--- src/rtl/expo_seq_pkg.sv ---
package expo_seq_pkg;

  // Strobes from the control FSM to the datapath counters
  typedef struct packed {
    logic loadExp;   // sample exposure settings into the down-counter
    logic tickExp;   // count exposure down by one
    logic clearPix;  // return pixel coordinate to (0,0)
    logic stepPix;   // advance pixel coordinate, column first
  } seqCmd_t;

  typedef enum logic [1:0] {
    ST_IDLE   = 2'd0,
    ST_EXPOSE = 2'd1,
    ST_READ   = 2'd2,
    ST_GAP    = 2'd3
  } seqState_t;

endpackage

--- src/rtl/expo_seq_datapath.sv ---
module expo_seq_datapath
  import expo_seq_pkg::*;
#(
  parameter int FINE_W       = 8,
  parameter int COARSE_W     = 8,
  parameter int FINE_SHIFT   = 3,
  parameter int COARSE_SHIFT = 11,
  parameter int COL_BITS     = 7,
  parameter int ROW_BITS     = 7
) (
  input  logic                clk,
  input  logic                rstN,
  input  seqCmd_t             cmd,
  input  logic [FINE_W-1:0]   fineIn,
  input  logic [COARSE_W-1:0] coarseIn,
  output logic                expZero,
  output logic                pixLast,
  output logic [COL_BITS-1:0] colAddr,
  output logic [ROW_BITS-1:0] rowAddr
);

  localparam int FINE_SPAN   = FINE_W + FINE_SHIFT;
  localparam int COARSE_SPAN = COARSE_W + COARSE_SHIFT;
  localparam int EXP_W       = ((FINE_SPAN > COARSE_SPAN) ? FINE_SPAN : COARSE_SPAN) + 1;
  localparam logic [COL_BITS-1:0] COL_MAX = {COL_BITS{1'b1}};
  localparam logic [ROW_BITS-1:0] ROW_MAX = {ROW_BITS{1'b1}};

  logic [EXP_W-1:0]    expCnt;
  logic [EXP_W-1:0]    fineTerm;
  logic [EXP_W-1:0]    coarseTerm;
  logic [EXP_W-1:0]    expLoad;
  logic [COL_BITS-1:0] colCnt;
  logic [ROW_BITS-1:0] rowCnt;

  // Exposure length in clocks: fine and coarse weighted by their shifts
  always_comb begin
    fineTerm   = EXP_W'(fineIn) << FINE_SHIFT;
    coarseTerm = EXP_W'(coarseIn) << COARSE_SHIFT;
    expLoad    = fineTerm + coarseTerm;
  end

  always_ff @(posedge clk or negedge rstN) begin
    if (!rstN) begin
      expCnt <= '0;
    end else if (cmd.loadExp) begin
      expCnt <= expLoad;
    end else if (cmd.tickExp && (expCnt != '0)) begin
      expCnt <= expCnt - 1'b1;
    end
  end

  assign expZero = (expCnt == '0);

  // Pixel coordinate: column is the fast index
  always_ff @(posedge clk or negedge rstN) begin
    if (!rstN) begin
      colCnt <= '0;
      rowCnt <= '0;
    end else if (cmd.clearPix) begin
      colCnt <= '0;
      rowCnt <= '0;
    end else if (cmd.stepPix) begin
      colCnt <= colCnt + 1'b1;
      if (colCnt == COL_MAX) begin
        rowCnt <= rowCnt + 1'b1;
      end
    end
  end

  assign pixLast = (colCnt == COL_MAX) && (rowCnt == ROW_MAX);
  assign colAddr = colCnt;
  assign rowAddr = rowCnt;

  // exposure counts down by exactly one per tick
  assert_exp_countdown_R3: assert property (@(posedge clk) disable iff (!rstN)
    (cmd.tickExp && !cmd.loadExp && !expZero) |=> (expCnt == $past(expCnt) - 1'b1));

  // column advances by one while not wrapping
  assert_col_step_R6: assert property (@(posedge clk) disable iff (!rstN)
    (cmd.stepPix && !cmd.clearPix && (colCnt != COL_MAX)) |=>
      (colCnt == $past(colCnt) + 1'b1) && $stable(rowCnt));

  // wrap of column carries into row
  assert_row_carry_R6: assert property (@(posedge clk) disable iff (!rstN)
    (cmd.stepPix && !cmd.clearPix && (colCnt == COL_MAX)) |=>
      (colCnt == '0) && (rowCnt == $past(rowCnt) + 1'b1));

endmodule

--- src/rtl/expo_seq_ctrl.sv ---
module expo_seq_ctrl
  import expo_seq_pkg::*;
#(
  parameter int RESTART_GAP = 5
) (
  input  logic    clk,
  input  logic    rstN,
  input  logic    startIn,
  input  logic    expZero,
  input  logic    pixLast,
  output seqCmd_t cmd,
  output logic    exposing,
  output logic    reading
);

  localparam int GAP_W = (RESTART_GAP > 1) ? $clog2(RESTART_GAP) : 1;
  localparam logic [GAP_W-1:0] GAP_LOAD = GAP_W'(RESTART_GAP - 1);

  seqState_t       state;
  seqState_t       nextState;
  logic [GAP_W-1:0] gapCnt;

  always_comb begin
    cmd       = '0;
    nextState = state;
    unique case (state)
      ST_IDLE: begin
        if (startIn) begin
          cmd.loadExp = 1'b1;
          nextState   = ST_EXPOSE;
        end
      end
      ST_EXPOSE: begin
        if (expZero) begin
          cmd.clearPix = 1'b1;
          nextState    = ST_READ;
        end else begin
          cmd.tickExp = 1'b1;
        end
      end
      ST_READ: begin
        if (pixLast) begin
          cmd.clearPix = 1'b1;
          nextState    = ST_GAP;
        end else begin
          cmd.stepPix = 1'b1;
        end
      end
      ST_GAP: begin
        if (gapCnt == '0) begin
          cmd.loadExp = 1'b1;
          nextState   = ST_EXPOSE;
        end
      end
      default: nextState = ST_IDLE;
    endcase
  end

  always_ff @(posedge clk or negedge rstN) begin
    if (!rstN) begin
      state  <= ST_IDLE;
      gapCnt <= '0;
    end else begin
      state <= nextState;
      if (state == ST_READ) begin
        gapCnt <= GAP_LOAD;
      end else if ((state == ST_GAP) && (gapCnt != '0)) begin
        gapCnt <= gapCnt - 1'b1;
      end
    end
  end

  assign exposing = (state == ST_EXPOSE);
  assign reading  = (state == ST_READ);

  // the two phases never overlap
  assert_phase_exclusive_R5: assert property (@(posedge clk) disable iff (!rstN)
    $onehot0({exposing, reading}));

  // once running, the sequence never falls back to idle without reset
  assert_no_idle_return_R9: assert property (@(posedge clk) disable iff (!rstN)
    (state != ST_IDLE) |=> (state != ST_IDLE));

  // gap expiry starts a new exposure by itself
  assert_auto_restart_R7: assert property (@(posedge clk) disable iff (!rstN)
    ((state == ST_GAP) && (gapCnt == '0)) |=> exposing);

  // readout follows straight after exposure
  assert_read_follows_R5: assert property (@(posedge clk) disable iff (!rstN)
    $fell(exposing) |-> reading);

endmodule

--- src/rtl/expo_readout_seq.sv ---
module expo_readout_seq
  import expo_seq_pkg::*;
#(
  parameter int FINE_W       = 8,
  parameter int COARSE_W     = 8,
  parameter int FINE_SHIFT   = 3,
  parameter int COARSE_SHIFT = 11,
  parameter int COL_BITS     = 7,
  parameter int ROW_BITS     = 7,
  parameter int RESTART_GAP  = 5
) (
  input  logic                clk,
  input  logic                rstN,
  input  logic                startIn,
  input  logic [FINE_W-1:0]   fineIn,
  input  logic [COARSE_W-1:0] coarseIn,
  output logic                exposing,
  output logic                readStrobe,
  output logic                pixelValid,
  output logic [COL_BITS-1:0] colAddr,
  output logic [ROW_BITS-1:0] rowAddr
);

  seqCmd_t cmd;
  logic    expZero;
  logic    pixLast;
  logic    reading;

  expo_seq_ctrl #(
    .RESTART_GAP(RESTART_GAP)
  ) ctrl (
    .clk      (clk),
    .rstN     (rstN),
    .startIn  (startIn),
    .expZero  (expZero),
    .pixLast  (pixLast),
    .cmd      (cmd),
    .exposing (exposing),
    .reading  (reading)
  );

  expo_seq_datapath #(
    .FINE_W      (FINE_W),
    .COARSE_W    (COARSE_W),
    .FINE_SHIFT  (FINE_SHIFT),
    .COARSE_SHIFT(COARSE_SHIFT),
    .COL_BITS    (COL_BITS),
    .ROW_BITS    (ROW_BITS)
  ) dpath (
    .clk      (clk),
    .rstN     (rstN),
    .cmd      (cmd),
    .fineIn   (fineIn),
    .coarseIn (coarseIn),
    .expZero  (expZero),
    .pixLast  (pixLast),
    .colAddr  (colAddr),
    .rowAddr  (rowAddr)
  );

  assign readStrobe = reading;
  assign pixelValid = reading;

  // coordinate rests at origin outside readout
  assert_origin_idle_R10: assert property (@(posedge clk) disable iff (!rstN)
    !readStrobe |-> ((colAddr == '0) && (rowAddr == '0)));

endmodule

--- config.mk ---
export PLATFORM = sky130hd
export DESIGN_NAME = expo_readout_seq
export DESIGN_NICKNAME = d
export VERILOG_FILES = /design/src/rtl/expo_seq_pkg.sv /design/src/rtl/expo_seq_datapath.sv /design/src/rtl/expo_seq_ctrl.sv /design/src/rtl/expo_readout_seq.sv
export SDC_FILE = /design/constraint.sdc
export NUM_CORES = 1
export LEC_CHECK = 0
export CAP_MARGIN = 10
export CORE_ASPECT_RATIO = 1.75
export CORE_MARGIN = 5
export CORE_UTILIZATION = 35
export CTS_CLUSTER_SIZE = 12
export DETAILED_ROUTE_END_ITERATION = 16
export PLACE_DENSITY = 0.54
export SKIP_LAST_GASP = 1
export SYNTH_ARGS = -nofsm -noshare
export SYNTH_HDL_FRONTEND = slang
export SYNTH_SLANG_ARGS = --single-unit
--- constraint.sdc ---
create_clock -name clk -period 2.4 [get_ports clk]
set_clock_uncertainty 0.15 [all_clocks]
set_input_delay 0.48 -clock clk [delete_from_list [all_inputs] [get_ports clk]]
set_output_delay 0.48 -clock clk [all_outputs]
set_load 0.01 [all_outputs]
-- Yosys cells after proc, flatten, opt, wreduce, memory -nomap -nowiden
Index checks and enable logic that the tools add are counted.
W data, S select, Z words.
- add/sub/neg operators: 5
- eq/ne operators: 9
- muxes and demuxes: 24
- reductions and logical operators: 14
- operators by type and width (kind ; count):
    $mux W20 ; 2
    $mux W7 ; 5
    $add A11 B19 Y20 ; 1
    $logic_not A20 Y1 ; 1
    $reduce_bool A20 Y1 ; 1
    $sub A20 B1 Y20 const B ; 1
    $add A7 B1 Y7 const B ; 2
    $eq A7 B7 Y1 const B ; 2
    $mux W1 ; 8
    $mux W2 ; 4
    $pmux W2 S4 ; 1
    $reduce_bool A2 Y1 ; 4
    $mux W3 ; 2
    $ne A2 B1 Y1 const B ; 3
    $eq A2 B2 Y1 const B ; 2
    $pmux W1 S2 ; 2
    $reduce_and A4 Y1 ; 1
    $logic_and A1 B1 Y1 ; 3
    $logic_not A3 Y1 ; 1
    $reduce_bool A3 Y1 ; 1
    $sub A3 B1 Y3 const B ; 1
    $eq A2 B1 Y1 const B ; 1
    $logic_not A2 Y1 ; 1
    $ne A2 B2 Y1 const B ; 1
    $reduce_and A2 Y1 ; 1
- bits in registers: 39
- input bits: 19
- output and inout port bits: 17

-- Logic depth before layout (Yosys ltp)
- depth in word-level cells: 6
- mapped depth: 7

-- Modules after synthesis
Synthesis repeated with hierarchy kept, for this count alone.
- cell total of the unflattened synthesis: 259
- area total of the unflattened synthesis: 2459.9 um^2
- by module, submodules not included (module ; instances ; cells each ; area each (um^2)):
    expo_seq_datapath ; 1 ; 218 ; 2054.5
    expo_seq_ctrl ; 1 ; 40 ; 397.9
    expo_readout_seq ; 1 ; 1 ; 7.5

-- Least setup slack after synthesis
No wires, ideal clock.
- path type: flip-flop to flip-flop
- from: register ctrl.state[1]
- to: register dpath.expCnt[7]
- library setup time: 0.134 ns
- arrival time: 2.015 ns
- path slack: 0.100 ns
- cell stages (with the launch flop): 8
- buffers on the path: 0
- period minus slack after synthesis: 2.300 ns
- cells stage by stage: dfrtp_1 -> inv_1 -> ha_1 -> or4b_2 -> nor2_4 -> o21ai_0 -> o41ai_1 -> a21oi_1
- longest elaborated chain between the ends: 4
- ends and longest elaborated chain (what ; RTL line ; source):
    from (decl) ; expo_seq_ctrl.sv:19 ; seqState_t state;
    from (signal assigned) ; expo_seq_ctrl.sv:64 ; state <= nextState;
    $eq A2 B1 Y1 ; n/a ;
    named net exposing ; expo_readout_seq.sv:17 ; output logic exposing,
    $mux W1 ; expo_seq_ctrl.sv:26 ; unique case (state)
    $logic_and A1 B1 Y1 ; expo_seq_datapath.sv:47 ; end else if (cmd.tickExp && (expCnt != '0)) begin
    $reduce_bool A2 Y1 (no source line) ; n/a ;
    to (signal assigned) ; expo_seq_datapath.sv:46 ; expCnt <= expLoad;
    to (signal assigned) ; expo_seq_datapath.sv:48 ; expCnt <= expCnt - 1'b1;
    to (decl) ; expo_seq_datapath.sv:28 ; logic [EXP_W-1:0] expCnt;
The timed path passes the listed nets, and every way through them passes these cells.
A chain may end at the register's enable or synchronous reset.

-- Worst setup path in the final report
- from: register ctrl.state[0]
- to: output port pixelValid
- longest elaborated chain between the ends: 1
- ends and longest elaborated chain (what ; RTL line ; source):
    $eq A2 B2 Y1 ; expo_seq_ctrl.sv:74 ; assign reading = (state == ST_READ);
    to (decl) ; expo_readout_seq.sv:19 ; output logic pixelValid,
Every way passes these cells.

==> impl_metrics.env <==
export IMPL_row_count=39
export IMPL_dr_pass1_iters=4
export IMPL_placed_cell_area_sq_um=2794
export IMPL_drv_cap=0
export IMPL_max_stage_delay_ns=0.54
export IMPL_grt_max_degree=40
export IMPL_multi_input_area_sq_um=1274
export IMPL_routed_wl_um=5370
export IMPL_io_buffers=35
export IMPL_root_buffer="clkbuf_16"
export IMPL_gp_congestion=0.7995
export IMPL_setup_slack_ns=0.06014
export IMPL_rsz0062_at_grt="yes"
export IMPL_whs_ns=0.09351
export IMPL_clk_pin_slew_ns=0.06
export IMPL_nets=319
export IMPL_cp_data_required_time_ns=1.77
export IMPL_p_leak_nw=1.229
export IMPL_syn_instance_count=240
export IMPL_dp_hpwl_um=4151
export IMPL_final_area_sq_um=3007
export IMPL_num_antenna_cells=0
export IMPL_drt_initial_drc_count=50
export IMPL_dominantRegCellSynth="dfrtp_1"
export IMPL_layout_commonest_cell="dfrtp_1"
export IMPL_cpMaxStageDelayCell="clkdlybuf4s50_1"
export IMPL_swShare_pct=37.08
export IMPL_core_area_sq_um=6441
export IMPL_die_h_um=116.9
export IMPL_dieWidth_um=71.11
export IMPL_net_switching_power_mw=1.231
export IMPL_syn_to_final_growth_pct=31.45
export IMPL_worstMarginPinSlew_ns=0.5042
export IMPL_min_path_type="input port to async pin"
export IMPL_seqPwrFrac_pct=36.9
export IMPL_grt_ovfl_total=0
export IMPL_final_cell_mix="dfrtp_1, clkdlybuf4s50_1, nor2_1, nand2_1, o21ai_0"
export IMPL_rrSetupSlack_ns=0.18
export IMPL_grt_pass1_wl_um=9183
export IMPL_pwr_share_comb_pct=39.5
export IMPL_cp_cell_sequence="inv_1 -> ha_4 -> buf_4 -> clkdlybuf4s50_1"
export IMPL_pwr_share_clk_pct=23.6
export IMPL_place_worst_setup_slack_ns=0.07801
export IMPL_cts_path_max_buffers=2
export IMPL_fmaxAchievable_mhz=427.4
export IMPL_fin_crit_ns=2.340
export IMPL_seq_area_sq_um=975.9
export IMPL_cts_sinks=39
export IMPL_drcViolationCount=0
export IMPL_grt_pass1_vias=2001
export IMPL_relSlewSlack_pct=66.39
export IMPL_vdd_drop_max_uv=455.3
export IMPL_utilization_pct=46.68
export IMPL_worst_setup_path_start_kind="flip-flop"
export IMPL_worstSetupPathType="flip-flop to output port"
export IMPL_worstPathMaxFanout=7
export IMPL_ys_seq_area_share_pct=42.67
export IMPL_die_area_sq_um=8316
export IMPL_mappedNetlistArea_sq_um=2287
export IMPL_viasPerCell=5.155
export IMPL_num_vias=1923
export IMPL_synth_edf_count=0
export IMPL_ant_nets=0
export IMPL_internal_power_mw=2.088
export IMPL_cts_buffers=5
export IMPL_synth_cell_types=51
export IMPL_cellPowerDensity_nw_per_um2=1104
export IMPL_synth_warnings=0
export IMPL_drv_slew=0
export IMPL_fill_cells=653
export IMPL_synthArstFlopShare_pct=100.0
export IMPL_finalSetupViolations=0
export IMPL_final_hold_violation_count=0
export IMPL_crit_arrival_ns=1.71
export IMPL_cts_tree="built"
export IMPL_syn_num_nets=269
export IMPL_period_share_pct=97.49
export IMPL_end_kind="output port"
export IMPL_post_route_cells_drive_above_1_share_pct=13.75
export IMPL_ys_seq_elements=39
export IMPL_antenna_found_initial=0
export IMPL_ios=36
export IMPL_clock_latency_ns=0.28
export IMPL_htree_levels=2
export IMPL_status="completed"
export IMPL_routedWlPerCell_um=14.40
export IMPL_start_util_pct=35.51
export IMPL_grt_total_usage_pct=14.07
export IMPL_syn_avg_cell_area_sq_um=9.530
==> worst max-delay path, delay by kind of cell (launching register included) <==
| family | cells | cell delay, ns |
|---|---|---|
| buf+inv | 3 | 0.84 |
| flops | 1 | 0.42 |
| fa+ha+maj | 1 | 0.17 |
==> sequential cells by signal (all words and copies together) (netlist names) <==
| name | flops |
|---|---|
| dpath.expCnt | 20 |
| dpath.colAddr | 7 |
| dpath.rowAddr | 7 |
| ctrl.gapCnt | 3 |
| ctrl.state | 2 |
==> routing by layer <==
| layer | up-vias | global-route usage [%] | wire [um] |
|---|---|---|---|
| met5 | - | 0 | 0 |
| met4 | 0 | 6.650 | 112 |
| met3 | 10 | 2.308 | 182 |
| met2 | 27 | 28.58 | 3199 |
| met1 | 927 | 13.30 | 1876 |
| li1 | 959 | - | - |
==> cells in the mapped netlist, drive strengths merged (7+ instances only) <==
cell / instances / area, sq um
o21ai: 19 / 102.6
nand2: 25 / 93.84
xor2: 10 / 87.58
xnor2: 12 / 105.1
a21oi: 8 / 40.04
nor3: 10 / 50.05
nor4: 7 / 80.07
nand3: 7 / 40.04
nor2: 32 / 127.6
dfrtp: 39 / 975.9
nand4: 9 / 62.56
inv: 8 / 30.03
ha: 10 / 125.1
==> what timing repair did <==
| item | CTS | global route |
|---|---|---|
| pin swaps | 0 | 1 |
| hold buffers | 0 | 0 |
| setup endpoints to repair | 2 | 11 |
| buffers inserted | 0 | 2 |
| gates resized for setup | 1 | 3 |
==> cells by family (layout without fill, tap and decap cells) <==
family          Yosys count  in the layout  synth area share (%)
compound gates           43             43                 11.65
xor+xnor                 22             22                 8.424
fa+ha+maj                10             10                 5.470
flops                    39             39                 42.67
simple gates            109            109                 27.57
buf+inv                  14             65                 2.845
mux                       3              3                 1.368
==> final timing paths <==
kind	startpoint	end	cells after the start
max	ctrl.state[0]	pixelValid	4
min	rstN	ctrl.gapCnt[0]	2
max reg2reg	ctrl.state[1]	dpath.expCnt[14]	8
min reg2reg	ctrl.gapCnt[2]	ctrl.gapCnt[2]	1
max in group asynchronous	rstN	dpath.expCnt[5]	2
min in group clk	ctrl.gapCnt[2]	ctrl.gapCnt[2]	1
==> power by group through the flow <==
stage,Sequential (mW),Combinational [mW],Clock [mW]
after CTS,1.22,1.31,0.809
after global placement,1.23,1.28,0
after global routing,1.27,1.47,0.828
after floorplan,1.18,0.852,0
final,1.22,1.31,0.784
after detailed placement,1.23,1.30,0
==> per-stage QoR <==
stage / setup TNS, ns / total power [mW] / cells
final: 0 / 3.319 / 373
after global routing: -0.08345 / 3.560 / 373
after CTS: 0 / 3.346 / 371
after detailed placement: 0 / 2.537 / 363
after global placement: 0 / 2.509 / 363
after floorplan: 0 / 2.031 / 240
==> final cells by class <==
class,count,share of cell area [%]
well taps,82,3.412
repair buffers,49,14.98
clock buffers,6,4.619
clock inverters,2,1.165
multi-input cells,187,42.36
flip-flops and latches,39,32.46
inverters,8,0.9988
Note: power is estimated with default switching activity, not from simulation.
